### config.mk
export PLATFORM = sky130hd
export DESIGN_NAME = eeprom_wr_ctrl
export DESIGN_NICKNAME = d
export VERILOG_FILES = /design/src/rtl/eewp_pkg.sv /design/src/rtl/eewp_status_reg.sv /design/src/rtl/eewp_page_buf.sv /design/src/rtl/eewp_cycle_timer.sv /design/src/rtl/eeprom_wr_ctrl.sv
export SDC_FILE = /design/constraint.sdc
export NUM_CORES = 1
export LEC_CHECK = 0
export BUFFER_PORTS_ARGS = -buffer_cell sky130_fd_sc_hd__clkbuf_2
export CORE_ASPECT_RATIO = 1.5
export CORE_MARGIN = 8
export CORE_UTILIZATION = 40
export CTS_CLUSTER_SIZE = 20
export DETAILED_ROUTE_END_ITERATION = 10
export GPL_TIMING_DRIVEN = 0
export PLACE_DENSITY = 0.7
export REMOVE_ABC_BUFFERS = 1
export SYNTH_ARGS = -nofsm -noshare
export SYNTH_HDL_FRONTEND = slang
export SYNTH_SLANG_ARGS = --single-unit
export TNS_END_PERCENT = 50
### constraint.sdc
create_clock -name clk -period 2.5 [get_ports clk]
set_clock_uncertainty 0.2 [all_clocks]
set_input_delay 0.25 -clock clk [delete_from_list [all_inputs] [get_ports clk]]
set_output_delay 0.25 -clock clk [all_outputs]
set_load 0.02 [all_outputs]
### src/rtl/eewp_pkg.sv
// Shared types for the EEPROM write guard: command codes, frame kinds,
// and the guard-region decode. Assumes the guard covers the top quarter
// or top half of the address space, judged from the two top address bits.
package eewp_pkg;

    typedef enum logic [2:0] {
        OP_READ  = 3'd0,
        OP_WRITE = 3'd1,
        OP_WREN  = 3'd2,
        OP_WRDI  = 3'd3,
        OP_RDSR  = 3'd4,
        OP_WRSR  = 3'd5
    } op_e;

    typedef enum logic [1:0] {
        TX_NONE = 2'd0,
        TX_PAGE = 2'd1,
        TX_STAT = 2'd2
    } txn_e;

    // Returns 1 when an address with top bits top2 lies in the guarded region.
    function automatic logic in_guarded(input logic [1:0] guard, input logic [1:0] top2);
        case (guard)
            2'b00:   return 1'b0;
            2'b01:   return (top2 == 2'b11);
            2'b10:   return top2[1];
            default: return 1'b1;
        endcase
    endfunction

endpackage

### src/rtl/eewp_status_reg.sv
// Holds the write-enable latch and the block-guard field.
// Assumes clr_wel and set_wel never arrive together; clear wins if they do.
module eewp_status_reg (
    input  logic       clk,
    input  logic       rst_n,
    input  logic       set_wel,
    input  logic       clr_wel,
    input  logic       load_guard,
    input  logic [1:0] guard_in,
    output logic       wel,
    output logic [1:0] guard
);

    // Enable latch: set and clear by command, cleared at cycle end.
    always_ff @(posedge clk) begin
        if (!rst_n)       wel <= 1'b0;
        else if (clr_wel) wel <= 1'b0;
        else if (set_wel) wel <= 1'b1;
    end

    // Guard field: loaded only when a status write cycle completes.
    always_ff @(posedge clk) begin
        if (!rst_n)          guard <= 2'b00;
        else if (load_guard) guard <= guard_in;
    end

endmodule

### src/rtl/eewp_page_buf.sv
// One-page staging buffer with a per-byte loaded mask and a wrapping
// fill pointer. Assumes PAGE_BYTES is a power of two so the pointer
// wraps inside the page by plain overflow.
module eewp_page_buf #(
    parameter int PAGE_BYTES = 8,
    parameter int DATA_W     = 8,
    localparam int OFF_W     = $clog2(PAGE_BYTES)
) (
    input  logic              clk,
    input  logic              rst_n,
    input  logic              open,
    input  logic [OFF_W-1:0]  open_off,
    input  logic              push,
    input  logic [DATA_W-1:0] push_data,
    input  logic [OFF_W-1:0]  rd_idx,
    output logic [DATA_W-1:0] rd_data,
    output logic              rd_valid,
    output logic              any_valid
);

    logic [DATA_W-1:0]     mem_q [PAGE_BYTES];
    logic [PAGE_BYTES-1:0] vld_q;
    logic [OFF_W-1:0]      ptr_q;

    // Fill pointer and loaded mask: restart on open, advance per byte.
    always_ff @(posedge clk) begin
        if (!rst_n) begin
            ptr_q <= '0;
            vld_q <= '0;
        end else if (open) begin
            ptr_q <= open_off;
            vld_q <= '0;
        end else if (push) begin
            ptr_q        <= ptr_q + 1'b1;
            vld_q[ptr_q] <= 1'b1;
        end
    end

    // Byte storage: one register per page slot.
    for (genvar gi = 0; gi < PAGE_BYTES; gi++) begin : g_slot
        always_ff @(posedge clk) begin
            if (!rst_n)                               mem_q[gi] <= '0;
            else if (push && !open && ptr_q == OFF_W'(gi)) mem_q[gi] <= push_data;
        end
    end

    // Read side used by the cycle sequencer.
    assign rd_data   = mem_q[rd_idx];
    assign rd_valid  = vld_q[rd_idx];
    assign any_valid = |vld_q;

endmodule

### src/rtl/eewp_cycle_timer.sv
// Self-timed programming cycle: busy for CYC clocks after start, a finish
// pulse on the last busy clock, and a step index that counts busy clocks
// and saturates once its top bit is set. Assumes start only while idle.
module eewp_cycle_timer #(
    parameter int CYC   = 40,
    parameter int IDX_W = 4,
    localparam int CNT_W = $clog2(CYC + 1)
) (
    input  logic             clk,
    input  logic             rst_n,
    input  logic             start,
    output logic             busy,
    output logic             finish,
    output logic [IDX_W-1:0] step
);

    logic [CNT_W-1:0] cnt_q;

    // Busy flag and remaining-clock counter.
    always_ff @(posedge clk) begin
        if (!rst_n) begin
            busy  <= 1'b0;
            cnt_q <= '0;
        end else if (start && !busy) begin
            busy  <= 1'b1;
            cnt_q <= CNT_W'(CYC - 1);
        end else if (busy) begin
            if (cnt_q == '0) busy <= 1'b0;
            else             cnt_q <= cnt_q - 1'b1;
        end
    end

    // Step index: busy clock number, saturating at the top bit.
    always_ff @(posedge clk) begin
        if (!rst_n)                          step <= '0;
        else if (start && !busy)             step <= '0;
        else if (busy && !step[IDX_W-1])     step <= step + 1'b1;
    end

    assign finish = busy && (cnt_q == '0);

endmodule

### src/rtl/eeprom_wr_ctrl.sv
// Write guard and page programming controller for a byte-addressed
// non-volatile array. Takes decoded command and data strobes plus the
// chip-select and write-protect levels, qualifies each write frame, and
// on chip-select release runs a fixed-length cycle that streams the
// page buffer to the array. Assumes one command per chip-select frame,
// strobes only while cs_n is low, and PAGE_BYTES a power of two.
module eeprom_wr_ctrl #(
    parameter int ADDR_W     = 9,
    parameter int PAGE_BYTES = 8,
    parameter int CLK_KHZ    = 200000,
    parameter int WC_US      = 5000
) (
    input  logic              clk,
    input  logic              rst_n,
    input  logic              cs_n,
    input  logic              wp_n,
    input  logic              cmd_valid,
    input  logic [2:0]        cmd_op,
    input  logic [ADDR_W-1:0] cmd_addr,
    input  logic              data_valid,
    input  logic [7:0]        data_in,
    output logic              arr_we,
    output logic [ADDR_W-1:0] arr_addr,
    output logic [7:0]        arr_wdata,
    output logic [7:0]        status,
    output logic              busy
);
    import eewp_pkg::*;

    localparam int     OFF_W  = $clog2(PAGE_BYTES);
    localparam int     PAGE_W = ADDR_W - OFF_W;
    localparam int     WC_EFF = (WC_US > 10000) ? 10000 : WC_US;
    localparam longint RAW    = longint'(CLK_KHZ) * longint'(WC_EFF) / 1000;
    localparam int     CYC    = (RAW < PAGE_BYTES) ? PAGE_BYTES : int'(RAW);

    op_e               op;
    txn_e              txn_q;
    txn_e              kind_q;
    logic              cs_q, txn_ok_q, txn_abort_q, sr_loaded_q;
    logic [PAGE_W-1:0] page_q;
    logic [7:0]        sr_data_q;
    logic              wel, finish, start, has_data, cmd_go;
    logic [1:0]        guard;
    logic [OFF_W:0]    step;
    logic [7:0]        buf_rd_data;
    logic              buf_rd_valid, buf_any;

    assign op     = op_e'(cmd_op);
    assign cmd_go = cmd_valid && !cs_n && !busy;

    // Previous chip-select level for release detection.
    always_ff @(posedge clk) begin
        if (!rst_n) cs_q <= 1'b1;
        else        cs_q <= cs_n;
    end

    // Frame tracker: kind, qualification and write-protect abort flag.
    always_ff @(posedge clk) begin
        if (!rst_n) begin
            txn_q       <= TX_NONE;
            txn_ok_q    <= 1'b0;
            txn_abort_q <= 1'b0;
            page_q      <= '0;
        end else if (cs_n && !cs_q) begin
            txn_q <= TX_NONE;
        end else if (cmd_go) begin
            txn_abort_q <= 1'b0;
            case (op)
                OP_WRITE: begin
                    txn_q    <= TX_PAGE;
                    txn_ok_q <= wel && wp_n &&
                                !in_guarded(guard, cmd_addr[ADDR_W-1 -: 2]);
                    page_q   <= cmd_addr[ADDR_W-1:OFF_W];
                end
                OP_WRSR: begin
                    txn_q    <= TX_STAT;
                    txn_ok_q <= wel && wp_n;
                end
                default: txn_q <= TX_NONE;
            endcase
        end else if (txn_q != TX_NONE && !cs_n && !wp_n) begin
            txn_abort_q <= 1'b1;
        end
    end

    // Status-write data byte capture.
    always_ff @(posedge clk) begin
        if (!rst_n) begin
            sr_data_q   <= '0;
            sr_loaded_q <= 1'b0;
        end else if (cmd_go) begin
            sr_loaded_q <= 1'b0;
        end else if (data_valid && !cs_n && txn_q == TX_STAT) begin
            sr_data_q   <= data_in;
            sr_loaded_q <= 1'b1;
        end
    end

    assign has_data = (txn_q == TX_PAGE) ? buf_any : sr_loaded_q;
    assign start    = cs_n && !cs_q && (txn_q != TX_NONE) && txn_ok_q &&
                      !txn_abort_q && wp_n && has_data && !busy;

    // Kind of the running cycle, latched at start.
    always_ff @(posedge clk) begin
        if (!rst_n)     kind_q <= TX_NONE;
        else if (start) kind_q <= txn_q;
    end

    eewp_status_reg u_stat (
        .clk       (clk),
        .rst_n     (rst_n),
        .set_wel   (cmd_go && op == OP_WREN),
        .clr_wel   ((cmd_go && op == OP_WRDI) || finish),
        .load_guard(finish && kind_q == TX_STAT),
        .guard_in  (sr_data_q[3:2]),
        .wel       (wel),
        .guard     (guard)
    );

    eewp_page_buf #(.PAGE_BYTES(PAGE_BYTES), .DATA_W(8)) u_buf (
        .clk      (clk),
        .rst_n    (rst_n),
        .open     (cmd_go && op == OP_WRITE),
        .open_off (cmd_addr[OFF_W-1:0]),
        .push     (data_valid && !cs_n && txn_q == TX_PAGE && !busy),
        .push_data(data_in),
        .rd_idx   (step[OFF_W-1:0]),
        .rd_data  (buf_rd_data),
        .rd_valid (buf_rd_valid),
        .any_valid(buf_any)
    );

    eewp_cycle_timer #(.CYC(CYC), .IDX_W(OFF_W + 1)) u_tmr (
        .clk   (clk),
        .rst_n (rst_n),
        .start (start),
        .busy  (busy),
        .finish(finish),
        .step  (step)
    );

    assign arr_we    = busy && kind_q == TX_PAGE && !step[OFF_W] && buf_rd_valid;
    assign arr_addr  = {page_q, step[OFF_W-1:0]};
    assign arr_wdata = buf_rd_data;
    assign status    = {4'b0000, guard, wel, busy};

endmodule

* Yosys cells after proc, flatten, opt, wreduce, memory -nomap -nowiden
Memory sizes are Yosys's and may differ from the RTL's. A register that Yosys moved wholly into a read port is not among the register bits.
Index checks and enable logic that the tools add are counted.
** Cells by class
- Multiply operators :: 0
- Add/subtract/negate cells :: 3
- Multiplexer cells :: 57
- Bitwise logic cells :: 13
- Order comparisons :: 3
- Div/mod/pow operators :: 0
- Equality and inequality tests :: 19
- Shift-type cells :: 0
- Reductions and logical operators :: 66
** Operators by type and width (number)
- $mux W8 :: 8
- $mux W20 :: 3
- $logic_and A1 B1 Y1 :: 37
- $mux W1 :: 37
- $logic_not A20 Y1 :: 1
- $sub A20 B1 Y20 const B :: 1
- $eq A3 B3 Y1 const B :: 5
- $eq A3 B2 Y1 const B :: 4
- $mux W3 :: 4
- $reduce_bool A2 Y1 :: 5
- $reduce_or A2 Y1 :: 5
- $eq A2 B2 Y1 const B :: 4
- $logic_not A1 Y1 :: 8
- $lt A3 B4 Y1 const B :: 2
- $or A1 B1 Y1 :: 8
- $or A8 B8 Y8 :: 1
- $reduce_and A2 Y1 :: 4
- $reduce_or A8 Y1 :: 1
- $eq A2 B1 Y1 const B :: 3
- $eq A3 B1 Y1 const B :: 2
- $reduce_and A3 Y1 :: 2
- $add A4 B1 Y4 const B :: 1
- $not A1 Y1 :: 4
- $pmux W2 S2 :: 1
- other kinds (10) :: 10
** Storage, ports and cells
- Bits in latches :: 0
- Word-level logic and storage cells :: 178
- Output and inout bits :: 27
- Memory bits (read-only) :: 0
- Bits in writable memories :: 64
- Input port bits :: 26
- Register bits :: 57
- Memories :: 1
** Memory list
- u_buf.mem_q :: depth 8, width 8, read ports 1, clocked after Yosys merged registers in 1, wr ports 8, line eewp_page_buf.sv:21 : logic [DATA_W-1:0] mem_q [PAGE_BYTES];

* Logic depth before layout (Yosys ltp)
Gate-level depths: netlist of the first run.
- Depth after elaboration :: 11
- Gate-level depth with buffers :: 8
- Gate-level depth less buffers :: 7

* Modules after synthesis
Synthesis of the first run repeated with hierarchy kept, for this count alone.
** Unflattened totals
- Cells, all modules :: 498
- Area total of the unflattened synthesis :: 5803.1 µm²
** By module, submodules not included
- eewp_page_buf :: times used 1, area an instance 3604.7 µm², seq. area each 2142.1 µm², cells each 249
- eewp_cycle_timer :: times used 1, area an instance 1287.5 µm², seq. area each 500.5 µm², cells each 145
- eeprom_wr_ctrl :: times used 1, area an instance 807.0 µm², seq. area each 320.3 µm², cells each 95
- eewp_status_reg :: times used 1, area an instance 103.8 µm², seq. area each 60.1 µm², cells each 9

* Worst setup path before layout of the first run
No wires, ideal clock.
- Kind :: flip-flop to flip-flop
- From :: register u_tmr.busy
- To :: memory u_buf.mem_q[0][0] (data pin)
- Buffers on the path :: 2
- Required time :: 2045 ps
- Path slack :: -65 ps
- Data arrival time :: 2111 ps
- Cell stages (with the launch flop) :: 8
- Period minus slack after synthesis :: 2565 ps
- Setup time :: 255 ps
- Cells stage by stage :: dfxtp_1 -> or3b_1 -> clkbuf_1 -> or4_1 -> and3_1 -> clkbuf_1 -> and3_1 -> and2_1
** RTL lines
- start, declared :: line eewp_cycle_timer.sv:12 : output logic busy,
- start signal, assigned :: line eewp_cycle_timer.sv:22 : busy <= 1'b0;
- start signal, assigned :: line eewp_cycle_timer.sv:25 : busy <= 1'b1;
- start signal, assigned :: line eewp_cycle_timer.sv:28 : if (cnt_q == '0) busy <= 1'b0;
- end, declared :: line eewp_page_buf.sv:21

* Worst setup path in the final report of the first run
- From :: register u_tmr.cnt_q[8]
- To :: register u_tmr.cnt_q[5]
** Between the ends
- Word-level cells in the longest chain between the ends :: 3
** RTL lines
- start, declared :: line eewp_cycle_timer.sv:17 : logic [CNT_W-1:0] cnt_q;
- start signal, assigned :: line eewp_cycle_timer.sv:26 : cnt_q <= CNT_W'(CYC - 1);
- start signal, assigned :: line eewp_cycle_timer.sv:29 : else cnt_q <= cnt_q - 1'b1;
- $logic_not A20 Y1 :: line eewp_cycle_timer.sv:28
- $ne A2 B1 Y1 (no source line)
- $reduce_and A2 Y1 (no source line)
Every way passes these cells.
A chain may end at the register's enable or synchronous reset.

==> reports/qor.yml, run 1 <==
worstPathRequired_ps: 2560
rsz0062_at_grt: "true"
worst-endpoint-arrival_ps: 2510
async_flop_share_pct: 0
insertion_delay_ps: 420
dr_wl_met3_um: 587
yosysWarnings: 0
ys_top_cells_by_area: "edfxtp_1 (34%), dfxtp_1 (21%), mux4_2 (7.2%)"
power.leakage_nw: 2.761
finalSetupViolations: 0
synth_edf_count: 64
drc: 0
crit_path_start: "u_tmr.cnt_q[8]$_SDFFE_PP0P_"
power_frac_comb_pct: 3.4
ir_drop_mv: 0.4194
mostFrequentLayoutCell: "edfxtp_1"
grt_overflow: 0
rows: 53
grt_pass1_vias: 4221
timing.max_cap.violations: 0
dr.pass1.iters: 7
die-area_um2: 18260
reg2reg_from: "u_tmr.cnt_q[8]$_SDFFE_PP0P_"
start_util_pct: 40.57
grt_first_pass_wirelength_um: 21620
synth_area_um2: 5649
grt_max_degree: 28
p_int_mw: 3.969
powerDensity_nw_per_um2: 716.6
antenna_left: 0
slew_violations: 0
clock_path_buffers: 2
cts_tree: "built"
io_buffers: 48
antenna_found_initial: 0
max_freq_ghz: 0.4080
status: "complete, no violations"
ioPinCount: 53
htree_levels: 4
core_region_area_um2: 13930
finalCritPeriodShare_pct: 98.03
cts.reportedPaths.clkPinSlew_ps: 60
n_antenna_cell: 0
grt_use_total_pct: 15.37
die_y_um: 161.6
fin_nets: 597
m1WireLength_um: 5287
drt-initial-drc-count: 307
finalWeightedCongestion: 0.7862
tritoncts_num_sinks: 122
cts_made_buffers: 17
wl_met2_um: 7624
drive_gt1_share_pct: 27.00
wl_um: 13910
hpwlAfterDp_um: 9125
layout_common_cells: "edfxtp_1 (64), dfxtp_1 (54), and2_1 (49), clkbuf_2 (49), nor2_1 (41)"
synth_top_area_cell: "edfxtp_1"
fin_cells: 739
ys_types: 52
clkPwrFrac_pct: 53.4
pwr-share-seq_pct: 43.2
syn_avg_cell_area_um2: 11.39
final-hold-violation-count: 0
ys_seq_area_share_pct: 54.57
root_buffer: "clkbuf_16"
viasPerCell: 5.608
fin_crit_ps: 2451
power_switching_share_pct: 20.48
die_w_um: 113.0
yosys_most_used_dff: "edfxtp_1"
start_kind: "flop"
cp-end-kind: "flop"
relSlewSlack_pct: 45.05
netlist_instances: 496
vias: 4144
highest_layer: "met4"
hold_start: "data_in[3]"
synth_top_area_share_pct: 34.02
wl_per_cell_um: 18.83
ys_ff_latch: 122
areaGrowthSynthToFinish_pct: 23.30
finalPower_mw: 4.991
hp-class: "in2reg"
crit_type: "reg2reg"
cp_max_fo: 6
worst_pin_slew_ps: 819.2
p_switching_mw: 1.022
dp_cells: 679
path summary, 6_finish.rpt:
kind / to / slack [ps] / cells after the start
setup / recovery: u_tmr.cnt_q[5]$_SDFFE_PN0P_ / 50 / 5
hold / removal: sr_data_q[3]$_SDFFE_PN0P_ / 6 / 3
setup reg to reg: u_tmr.cnt_q[5]$_SDFFE_PN0P_ / 50 / 5
hold reg to reg: sr_data_q[2]$_SDFFE_PN0P_ / 260 / 2
layout make-up:
cell class              instances  area, um^2
clock buffers                  17       425.4
clock inverters                14       222.7
fillers                      1223        6960
inverters                       9       33.78
multi-input cells             338        2494
flip-flops and latches        122        3095
well taps                     165       206.4
repair buffers                 74       488.0
cells by family after synthesis:
kind of cell             after synthesis  synth area share (%)
AND/OR/NAND/NOR                      208                 19.71
flip-flops                           122                 54.57
AO/OA/AOI/OAI                         66                 7.774
buffers and inverters                 42                 3.544
multiplexers                          33                 10.01
XOR/XNOR                              15                 2.326
adder cells (fa/ha/maj)                9                 1.993
other                                  1               0.06638
state kept, by name (all words and copies together) (netlist names), 2 cells and up, named ones only:
name          flops
kind_q            2
page_q            6
sr_data_q         2
txn_q             2
u_buf.mem_q      64
u_buf.ptr_q       3
u_buf.vld_q       8
u_stat.guard      2
u_tmr.cnt_q      20
u_tmr.step        4
cell usage after synthesis (5+ instances only):
cell type / count
ha_1: 9
xor2_1: 12
a31oi_1: 6
nand2_1: 40
a211oi_1: 5
or4_1: 8
nand3_1: 8
dfxtp_1: 58
and2_1: 49
a21oi_1: 26
nor2_1: 42
inv_1: 8
nor3_1: 7
buf_4: 9
or3_1: 5
mux2i_1: 7
mux4_2: 18
mux2_2: 8
clkbuf_1: 19
edfxtp_1: 64
and3_1: 27
stage by stage:
stage | cell area [um^2] | setup WS (ps) | setup TNS [ps] | hold WS [ps] | util [%]
finish | 6965 | 49.18 | 0 | 6.083 | 50.02
global route | 6965 | -33.09 | -45.71 | 22.76 | 50.02
CTS | 6879 | -2.770 | -2.770 | 1.398 | 49.40
detailed placement | 5941 | -965.1 | -91520 | 249.3 | 42.66
global placement | 5941 | -936.9 | -86520 | 243.7 | 42.66
floorplan | 5494 | -530.8 | -41660 | 118.7 | -
repair_timing:
action | CTS | global route
gates cloned | 3 | 0
endpoints found under the hold margin | 11 | 0
gates resized for setup | 21 | 13
hold buffers | 12 | 0
buffers inserted | 9 | 4
pin swaps | 3 | 7
endpoints found under the setup margin | 165 | 83
power groups by stage:
stage	Clock (mW)	Sequential (mW)	Combinational (mW)
after floorplan	0	2.19	0.0740
after global placement	0	2.20	0.144
after detailed placement	0	2.20	0.149
after CTS	2.71	2.16	0.171
after global routing	2.80	2.16	0.184
final	2.67	2.15	0.171
critical path, cell delays in order, from the launching register on:
cell and delay (ps):
dfxtp_4 360, or4_4 560, or4_4 610, o21a_4 270
a311oi_2 230, a311oi_1 70
per-layer routing:
metal	up-vias	GRT usage (%)
li1	1958	-
met1	2033	15.50
met2	128	28.49
met3	25	3.849
met4	0	7.603
met5	-	0
Note: power is estimated with default switching activity, not from simulation.
==> run 2, diff against run 1 <==
- PLACE_DENSITY: 0.7 -> unset
- PLACE_DENSITY_LB_ADDON: unset -> 0.05
- REMOVE_ABC_BUFFERS: 1 -> unset
==> run 2 against run 1 <==
- the run now ends with negative setup slack left
- clock power fell by 11%
- sequential share of layout area fell by 1.5 points
- count of clock-buffer cells in the layout did not move
- routed wire length rose by 6.0%
- flip-flop and latch count did not move
- cell count rose by 3.8%
- combinational power rose by 13%
- non-clock buffer count rose by 30
- utilization rose by 1.7 points
- register-to-register slack got worse by 120 ps
- largest power group unchanged
==> reports/qor.yml, run 2 (synthesis results as in run 1) <==
critPathBufInv: 2  # +2
p_switching_mw: 1.050  # +2.7%
cp_slowest_cell: "or4_4"
core_region_area_um2: 13930  # unchanged
fin_cells: 767  # +3.8%
clkPwrFrac_pct: 50.4  # -3.0 points
mostFrequentLayoutCell: "edfxtp_1"
timing.max_cap.violations: 0  # unchanged
status: "complete, but fails checks"
start_util_pct: 40.57  # unchanged
finalSetupViolations: 5  # +5
worst_pin_slew_ps: 1035  # +215.6 ps
finalPower_mw: 4.725  # -5.3%
worstPathRequired_ps: 2570  # about the same
htree_levels: 4  # unchanged
finalWeightedCongestion: 0.8148  # +3.6%
wl_um: 14750  # +6.0%
root_buffer: "clkbuf_16"
grt_pass1_vias: 4450  # +5.4%
cp_max_fo: 6  # unchanged
largestRegisters: "u_buf.mem_q (64), u_tmr.cnt_q (20), u_buf.vld_q (8)"
violations: "negative setup slack"
fin_crit_ps: 2568  # +116.7 ps
die_y_um: 161.6  # unchanged
fillerInstances: 1269  # +3.8%
power_switching_share_pct: 22.23  # +1.7 points
ir_drop_mv: 0.4701  # +12%
rr_worst_depth: 7  # +2
n_antenna_cell: 0  # unchanged
worst-endpoint-arrival_ps: 2640  # +130 ps
clock_path_buffers: 2  # unchanged
viasPerCell: 5.319  # -5.1%
areaGrowthSynthToFinish_pct: 27.57
cts_made_buffers: 17  # unchanged
largest_reg_flops: 64  # unchanged
fin_nets: 624  # +4.5%
tritoncts_num_sinks: 122  # unchanged
hold_start: "wp_n"
drc: 0  # unchanged
io_buffers: 48  # unchanged
cts.reportedPaths.clkPinSlew_ps: 60  # about the same
power_frac_comb_pct: 4.1  # +0.7 points
regMostFlops: "u_buf.mem_q"
dr.pass1.iters: 4  # -3
cts_tree: "built"
antenna_left: 0  # unchanged
whs_endpoint: "txn_abort_q$_SDFFE_PN0P_"
power.leakage_nw: 2.858  # +3.5%
hp-class: "in2reg"
highest_layer: "met4"
antenna_found_initial: 0  # unchanged
hpwlAfterDp_um: 10250  # +12%
p_int_mw: 3.674  # -7.4%
crit_type: "reg2reg"
rsz0062_at_grt: "true"
vias: 4080  # -1.5%
powerDensity_nw_per_um2: 655.6  # -8.5%
grt_use_total_pct: 16.81  # +1.4 points
slew_violations: 0  # unchanged
finalSetupTns_ps: -173.2  # -173.2 ps
worstPathCellList: "or4_4, buf_6, or4_4, buf_8, o21a_4, a311oi_2, a311oi_1"
wl_met2_um: 8482  # +11%
worst_hold_slack_ps: 18.18  # +12.09 ps
dp_slack_ps: -495.3  # +469.7 ps
cp-end-kind: "flop"
reg2reg_from: "u_tmr.cnt_q[5]$_SDFFE_PN0P_"
insertion_delay_ps: 400  # -20 ps
dr_wl_met3_um: 459  # -22%
seqCellArea_um2: 3098  # about the same
grt_overflow: 0  # unchanged
critical-path-top-delay-family: "simple AND/OR/NAND/NOR gates"
m1WireLength_um: 5565  # +5.3%
dp_cells: 712  # +4.9%
cpMostUsedCell: "or4_4"
pwr-share-seq_pct: 45.5  # +2.3 points
setup_slack_ps: -67.56  # -116.7 ps
grt_first_pass_wirelength_um: 23380  # +8.2%
grt_max_degree: 17  # -39%
wl_per_cell_um: 19.23  # +2.1%
finalCritPeriodShare_pct: 102.7  # +4.7 points
slowest_delay_ps: 550  # -60 ps
relSlewSlack_pct: 31.01  # -14 points
layout_common_cells: "edfxtp_1 (64), dfxtp_1 (52), clkbuf_2 (49)"
rows: 53  # unchanged
ioPinCount: 53  # unchanged
multi_input_area_um2: 2546  # +2.1%
max_freq_ghz: 0.3895  # -4.5%
drive_gt1_share_pct: 30.56  # +3.6 points
die_w_um: 113.0  # unchanged
whs_path_depth: 4  # +1
r2r_setup_slack_ps: -70  # -120 ps
die-area_um2: 18260  # unchanged
start_kind: "flop"
final-hold-violation-count: 0  # unchanged
drt-initial-drc-count: 181  # -41%
r2r-end: "u_tmr.cnt_q[5]$_SDFFE_PN0P_"
## run 2: cell count changes in the layout (fill, tap and decap cells not counted), moves of 3 or more
cell        delta
o2111ai_2      +3
buf_8          +3
nand2_4        +8
clkbuf_1       +8
clkinv_4       -3
nand2_1        -7
bufinv_16      -3
or4_4          -3
clkinvlp_4     +5
buf_4          +9
## run 2: repair_timing
| action | CTS | global route |
|---|---|---|
| pin swaps | 1 | 11 |
| gates cloned | 0 | 2 |
| hold buffers | 13 | 0 |
| endpoints found under the setup margin | 153 | 155 |
| setup buffers | 1 | 9 |
| gates resized for setup | 62 | 25 |
| hold endpoints to repair | 11 | 0 |
## run 2: how the worst max path moves through the flow
| stage | startpoint | to | slack [ps] | cells after the start |
|---|---|---|---|---|
| 2_1_floorplan | u_tmr.cnt_q[2]$_SDFFE_PN0P_ | u_tmr.cnt_q[5]$_SDFFE_PN0P_ | -6 | 7 |
| 3_3_place_gp | u_tmr.busy$_SDFF_PN0_ | u_buf.mem_q[1][4]$_SDFFCE_PN0P_ | -450 | 7 |
| 3_5_place_dp | u_tmr.busy$_SDFF_PN0_ | u_buf.mem_q[0][0]$_SDFFCE_PN0P_ | -500 | 7 |
| 4_1_cts | u_tmr.cnt_q[2]$_SDFFE_PN0P_ | u_tmr.cnt_q[5]$_SDFFE_PN0P_ | -120 | 7 |
| 5_1_grt | u_tmr.cnt_q[5]$_SDFFE_PN0P_ | u_tmr.cnt_q[5]$_SDFFE_PN0P_ | -120 | 7 |
| 6_report | u_tmr.cnt_q[5]$_SDFFE_PN0P_ | u_tmr.cnt_q[5]$_SDFFE_PN0P_ | -70 | 7 |
## run 2: final cells by class
class | instances | area share [%]
timing repair buffer | 73 | 6.875
sequential | 122 | 42.99
buffer | 31 | 3.455
tap | 165 | 2.865
multi-input combinational | 335 | 35.33
clock inverter | 15 | 2.118
clock buffer | 17 | 5.903
inverter | 9 | 0.4688
## run 2: per-layer routing
layer | vias up | global-route usage, %
li1 | 1990 | -
met1 | 1986 | 16.42
met2 | 84 | 33.27
met3 | 20 | 3.849
met4 | 0 | 5.596
met5 | - | 0
## run 2: power by group through the flow
stage | Clock, mW | Combinational (mW) | Sequential [mW]
floorplan | 0 | 0.0862 | 2.19
global placement | 0 | 0.164 | 2.20
detailed placement | 0 | 0.165 | 2.20
CTS | 2.41 | 0.190 | 2.15
global route | 2.51 | 0.211 | 2.15
finish | 2.38 | 0.193 | 2.15
## run 2: through the flow
step | utilization (%) | area [um^2]
final | 51.75 | 7207
after floorplan | - | 5664
after detailed placement | 43.88 | 6111
after CTS | 50.35 | 7012
after global placement | 43.88 | 6111
after global routing | 51.75 | 7207
## run 2: worst min-delay path, cell delays in order
cell	delay, ps
clkbuf_2	100
nor2_1	50
a21oi_1	130
nor2_1	50
